### config.mk
export PLATFORM = sky130hd
export DESIGN_NAME = ext_active_clr
export DESIGN_NICKNAME = d
export VERILOG_FILES = /design/src/rtl/xact_pkg.sv /design/src/rtl/xact_decode.sv /design/src/rtl/xact_filter.sv /design/src/rtl/xact_bank.sv /design/src/rtl/ext_active_clr.sv
export SDC_FILE = /design/constraint.sdc
export NUM_CORES = 1
export LEC_CHECK = 0
export CAP_MARGIN = 20
export CORE_MARGIN = 3
export CORE_UTILIZATION = 35
export CTS_CLUSTER_DIAMETER = 100
export DETAILED_ROUTE_END_ITERATION = 10
export GPL_TIMING_DRIVEN = 0
export PLACE_DENSITY_LB_ADDON = 0.1
export SLEW_MARGIN = 0
export SYNTH_ARGS = -nofsm -noshare
export SYNTH_HDL_FRONTEND = slang
export SYNTH_SLANG_ARGS = --single-unit
export TNS_END_PERCENT = 1
### constraint.sdc
create_clock -name clk -period 1.7 [get_ports clk]
set_clock_uncertainty 0.05 [all_clocks]
set_input_delay 0.255 -clock clk [delete_from_list [all_inputs] [get_ports clk]]
set_output_delay 0.255 -clock clk [all_outputs]
set_load 0.02 [all_outputs]
### src/rtl/xact_pkg.sv
package xact_pkg;
    localparam int VIEW_W    = 32;
    localparam int NUM_VIEWS = 2;
    localparam int TOTAL     = VIEW_W * NUM_VIEWS;
    localparam int ADDR_W    = 12;
    localparam int BASE_OFF  = 'h380;
    localparam int IDX_W     = (NUM_VIEWS > 1) ? $clog2(NUM_VIEWS) : 1;

    typedef struct packed {
        logic             hit;
        logic [IDX_W-1:0] idx;
    } win_sel_t;

    typedef struct packed {
        logic [ADDR_W-1:0] addr;
        logic [VIEW_W-1:0] wdata;
        logic              we;
        logic              re;
        logic              secure;
    } bus_req_t;

    // Window n (1-based) lives at BASE_OFF + 4*n.
    function automatic win_sel_t decode_win(input logic [ADDR_W-1:0] addr);
        win_sel_t s;
        s = '0;
        for (int n = 1; n <= NUM_VIEWS; n++) begin
            if (addr == ADDR_W'(BASE_OFF + 4 * n)) begin
                s.hit = 1'b1;
                s.idx = IDX_W'(n - 1);
            end
        end
        return s;
    endfunction
endpackage

### src/rtl/xact_decode.sv
module xact_decode
    import xact_pkg::*;
(
    input  bus_req_t req,
    output win_sel_t sel,
    output logic     wr_hit,
    output logic     rd_hit
);
    always_comb begin
        sel    = decode_win(req.addr);
        wr_hit = req.we & sel.hit;
        rd_hit = req.re & sel.hit;
    end
endmodule

### src/rtl/xact_filter.sv
module xact_filter #(
    parameter int N = 64
) (
    input  logic [N-1:0] impl_mask,
    input  logic [N-1:0] grp_secure,
    input  logic         sec_off,
    input  logic         affinity_on,
    input  logic         acc_secure,
    output logic [N-1:0] access_ok
);
    for (genvar i = 0; i < N; i++) begin : g_bit
        assign access_ok[i] = affinity_on & impl_mask[i]
                            & (acc_secure | sec_off | ~grp_secure[i]);
    end
endmodule

### src/rtl/xact_bank.sv
module xact_bank #(
    parameter int W = 32,
    parameter int V = 2,
    localparam int N = W * V
) (
    input  logic         clk,
    input  logic         rst,
    input  logic [N-1:0] set_vec,
    input  logic [N-1:0] clr_vec,
    output logic [N-1:0] active_q
);
    for (genvar v = 0; v < V; v++) begin : g_view
        always_ff @(posedge clk) begin
            if (rst) begin
                active_q[v*W +: W] <= '0;
            end else begin
                // Clearing has priority over a same-cycle activation.
                active_q[v*W +: W] <= (active_q[v*W +: W] | set_vec[v*W +: W])
                                      & ~clr_vec[v*W +: W];
            end
        end
    end
endmodule

### src/rtl/ext_active_clr.sv
module ext_active_clr
    import xact_pkg::*;
(
    input  logic              clk,
    input  logic              rst,
    input  logic [ADDR_W-1:0] bus_addr,
    input  logic [VIEW_W-1:0] bus_wdata,
    input  logic              wr_en,
    input  logic              rd_en,
    input  logic              bus_secure,
    output logic [VIEW_W-1:0] rd_data,
    input  logic [TOTAL-1:0]  act_pulse,
    input  logic [TOTAL-1:0]  impl_mask,
    input  logic [TOTAL-1:0]  grp_secure,
    input  logic              sec_off,
    input  logic              affinity_on
);
    bus_req_t          req;
    win_sel_t          sel;
    logic              wr_hit, rd_hit;
    logic [TOTAL-1:0]  access_ok;
    logic [TOTAL-1:0]  clr_vec;
    logic [TOTAL-1:0]  active_q;
    logic [VIEW_W-1:0] view_rd [NUM_VIEWS];
    logic [VIEW_W-1:0] rd_sel;
    logic [VIEW_W-1:0] rd_q;

    assign req = '{addr: bus_addr, wdata: bus_wdata, we: wr_en,
                   re: rd_en, secure: bus_secure};

    xact_decode u_decode (
        .req    (req),
        .sel    (sel),
        .wr_hit (wr_hit),
        .rd_hit (rd_hit)
    );

    xact_filter #(.N(TOTAL)) u_filter (
        .impl_mask   (impl_mask),
        .grp_secure  (grp_secure),
        .sec_off     (sec_off),
        .affinity_on (affinity_on),
        .acc_secure  (req.secure),
        .access_ok   (access_ok)
    );

    for (genvar v = 0; v < NUM_VIEWS; v++) begin : g_win
        assign clr_vec[v*VIEW_W +: VIEW_W] =
            (wr_hit && sel.idx == IDX_W'(v)) ? (req.wdata & access_ok[v*VIEW_W +: VIEW_W])
                                              : '0;
        assign view_rd[v] = active_q[v*VIEW_W +: VIEW_W] & access_ok[v*VIEW_W +: VIEW_W];
    end

    xact_bank #(.W(VIEW_W), .V(NUM_VIEWS)) u_bank (
        .clk      (clk),
        .rst      (rst),
        .set_vec  (act_pulse),
        .clr_vec  (clr_vec),
        .active_q (active_q)
    );

    assign rd_sel = view_rd[sel.idx];

    always_ff @(posedge clk) begin
        if (rst)         rd_q <= '0;
        else if (rd_hit) rd_q <= rd_sel;
        else             rd_q <= '0;
    end

    assign rd_data = rd_q;

    // an idle read strobe yields zero data one cycle later
    p_idle_zero_r3: assert property (@(posedge clk) disable iff (rst)
        !rd_en |=> rd_data == '0);

    // an activation not cleared in the same cycle lands in state
    p_act_sets_r4: assert property (@(posedge clk) disable iff (rst)
        (act_pulse & ~clr_vec) != '0 |=>
        (active_q & $past(act_pulse & ~clr_vec)) == $past(act_pulse & ~clr_vec));

    // the bus never sets a bit; only activation pulses do
    p_no_bus_set_r5: assert property (@(posedge clk) disable iff (rst)
        act_pulse == '0 |=> (active_q & ~$past(active_q)) == '0);

    // bits outside the access mask are never cleared by a write
    p_masked_hold_r6: assert property (@(posedge clk) disable iff (rst)
        wr_en |=> ($past(active_q) & ~$past(access_ok) & ~active_q) == '0);

    // reads with affinity routing off return zero
    p_aff_off_r8: assert property (@(posedge clk) disable iff (rst)
        (rd_en && !affinity_on) |=> rd_data == '0);

    // a clearing write beats a same-cycle activation
    p_clear_wins_r9: assert property (@(posedge clk) disable iff (rst)
        clr_vec != '0 |=> (active_q & $past(clr_vec)) == '0);
endmodule

==> flow_metrics.env <==
export IMPL_status="finished with violations"
export IMPL_failed_checks="negative setup slack"
export IMPL_diodes=0
export IMPL_hp_class="primary input to register"
export IMPL_io_buffer_count=273
export IMPL_crit_path_frequent_cell="buf_6"
export IMPL_netlist_area_um2=5041
export IMPL_gp_congestion=0.9079
export IMPL_initial_core_util_pct=36.04
export IMPL_cts_buffers=9
export IMPL_rsz0062_at_grt="yes"
export IMPL_ys_top_cells_by_count="dfxtp_1 (96), nand2_1 (65), a21oi_1 (64)"
export IMPL_worstPathRequired_ps=1880
export IMPL_multi_input_area_um2=2877
export IMPL_cts_root_buf="clkbuf_16"
export IMPL_synth_seq_area_share_pct=38.12
export IMPL_synth_nets=818
export IMPL_grt_overflow=0
export IMPL_synthCells=575
export IMPL_worstSetupStartpointType="primary input"
export IMPL_drt_initial_drc_count=364
export IMPL_regArea_um2=1922
export IMPL_place_area_um2=8003
export IMPL_max_vdd_ir_drop_v=0.0004991
export IMPL_grt_max_degree=20
export IMPL_dieArea_um2=15880
export IMPL_startpoint="bus_addr[4]"
export IMPL_crit_slowest_cell="or4b_4"
export IMPL_p_leak_nw=3.530
export IMPL_synth_edf_count=0
export IMPL_netlist_top_cells_area="dfxtp_1 (38%), a2111o_1 (13%), o21bai_1 (8.8%)"
export IMPL_cts_htree_levels=3
export IMPL_fillers=1187
export IMPL_period_needed_ps=1733
export IMPL_layout_setup_ws_ps=-33.04
export IMPL_fmax_mhz=577.0
export IMPL_die_height_um=126.0
export IMPL_synth_top_area_share_pct=38.12
export IMPL_clock_latency_ps=350
export IMPL_cp_end_kind="register"
export IMPL_first_global_vias=6476
export IMPL_critPathMaxFanout=7
export IMPL_cts_clk_slew_worst_paths_ps=70
export IMPL_critPathMaxStageDelay_ps=560
export IMPL_cts_max_path_buffers=2
export IMPL_first_pass_iters=6
export IMPL_via_per_inst=5.712
export IMPL_grt_pass1_wl_mm=35.55
export IMPL_hold_viol_final=0
export IMPL_slew_headroom_pct=52.80
export IMPL_setup_violations_final=29
export IMPL_synthArstFlopShare_pct=0
export IMPL_final_period_utilization_pct=101.9
export IMPL_power_per_cell_area_nw_per_um2=622.9
export IMPL_drv_slew=0
export IMPL_area_delta_synth_final_pct=81.93
export IMPL_r2r_start="u_bank.active_q[49]$_SDFF_PP0_"
export IMPL_worst_pin_slew_ps=708.0
export IMPL_dp_slack_ps=-1287
export IMPL_nNetsFinal=1136
export IMPL_antenna_found_initial=0
export IMPL_die_w_um=126.0
export IMPL_vias=6158
export IMPL_ys_seq_elements=96
export IMPL_fin_area_um2=9171
export IMPL_drc=0
export IMPL_rows=43
export IMPL_cap_viol_max_count=0
export IMPL_ys_warn_count=0
export IMPL_synth_most_common_cell="dfxtp_1"
export IMPL_syn_area_per_cell_um2=8.767
export IMPL_ant_nets=0
export IMPL_ys_types=29
export IMPL_coreArea_um2=13990
export IMPL_grt_usage_pct=28.55
export IMPL_clkSinkCount=96
export IMPL_cts_tree="done"
export IMPL_cp_arrival_ps=1920
export IMPL_ys_flop_type="dfxtp_1"
export IMPL_final_layout_size_suffix_gt1_share_pct=17.04
export IMPL_hold_ws_ps=336.5
export IMPL_routedWlPerCell_um=22.35
export IMPL_min_from="bus_addr[2]"
export IMPL_crit_chain="buf_6, or4b_4, buf_6, buf_6, nor4_4, buf_6, clkbuf_16, a31oi_1"
export IMPL_critical_path_class="primary input to register"
export IMPL_yosysTopAreaCell="dfxtp_1"
export IMPL_final_util_pct=65.56
export IMPL_dp_hpwl_mm=16.83
export IMPL_pin_count=275
export IMPL_wl_mm=24.09
## where the power goes
part / total, W / switching [W] / leakage (nW) / internal, W
sequential: 0.00241 / 0.0000556 / 0.795 / 0.00236
combinational: 0.00121 / 0.000492 / 2.58 / 0.000718
clock: 0.00209 / 0.000899 / 0.155 / 0.00119
## placed cells by master (no fill, tap or decap), types with 7 or more instances in the layout
| cell | instances |
|---|---|
| a21oi_1 | 62 |
| o21bai_1 | 59 |
| dfxtp_1 | 96 |
| buf_12 | 10 |
| clkbuf_1 | 7 |
| buf_6 | 11 |
| buf_4 | 19 |
| a211oi_2 | 36 |
| clkbuf_2 | 15 |
| a31oi_1 | 50 |
| inv_1 | 56 |
| clkdlybuf4s50_1 | 259 |
| a2111o_1 | 59 |
| clkbuf_16 | 12 |
| nand2_1 | 65 |
## final cells by class
| type | count | share of cell area (%) |
|---|---|---|
| inverter | 56 | 2.292 |
| clock inverter | 2 | 0.1091 |
| clock buffer | 14 | 3.206 |
| sequential | 96 | 20.95 |
| multi-input combinational | 378 | 31.36 |
| timing repair buffer | 309 | 35.10 |
| buffer | 43 | 4.516 |
| tap | 180 | 2.456 |
## per-layer routing
| layer | GRT usage (%) | up-vias | wire, um |
|---|---|---|---|
| li1 | - | 2822 | - |
| met1 | 34.68 | 2925 | 9465 |
| met2 | 48.48 | 356 | 11520 |
| met3 | 7.082 | 55 | 2262 |
| met4 | 11.42 | 0 | 837 |
| met5 | 0 | - | 0 |
## kinds of logic (layout without fill, tap and decap cells)
logic type,after synthesis,count (layout),synth area share (%)
AOI/OAI and AO/OA,273,273,42.54
DFF,96,96,38.12
buffers and inverters,102,424,8.439
and+or+nand+nor,103,104,10.72
xor gates and xnor gates,1,1,0.1738
## sequential cells by signal, indices dropped and copies added (netlist names)
| register | flops |
|---|---|
| u_bank.active_q | 64 |
| rd_data | 32 |
## path summary, 6_finish.rpt
check	to	slack (ps)	depth (start not counted)
worst max-delay path	u_bank.active_q[60]$_SDFF_PP0_	-30	8
worst min-delay path	u_bank.active_q[31]$_SDFF_PP0_	340	4
worst max register to register	rd_data[17]$_SDFF_PP0_	560	3
worst min register to register	u_bank.active_q[4]$_SDFF_PP0_	450	2
## per-stage QoR
step | setup TNS [ps] | cells | power (W)
2_1_floorplan | -288.8 | 575 | 0.002825
3_3_place_gp | -93840 | 1028 | 0.003559
3_5_place_dp | -97990 | 1028 | 0.003585
4_1_cts | -81.12 | 1073 | 0.005684
5_1_grt | -1409 | 1078 | 0.005889
6_report | -379.7 | 1078 | 0.005712
## worst max-delay path, delay by kind of cell
family,cells,cell delay [ps]
and+or+nand+nor,2,830
AOI/OAI and AO/OA,1,80
buffers and inverters,5,760
## repair_timing
item                       in CTS  in global routing
gates cloned                    7                  4
pin swaps                      33                 43
setup buffers                  25                  1
hold endpoints to repair        0                  0
resized for setup             125                 26
hold buffers                    0                  0
setup endpoints to repair      96                 85
(Power assumes the default switching activity.)
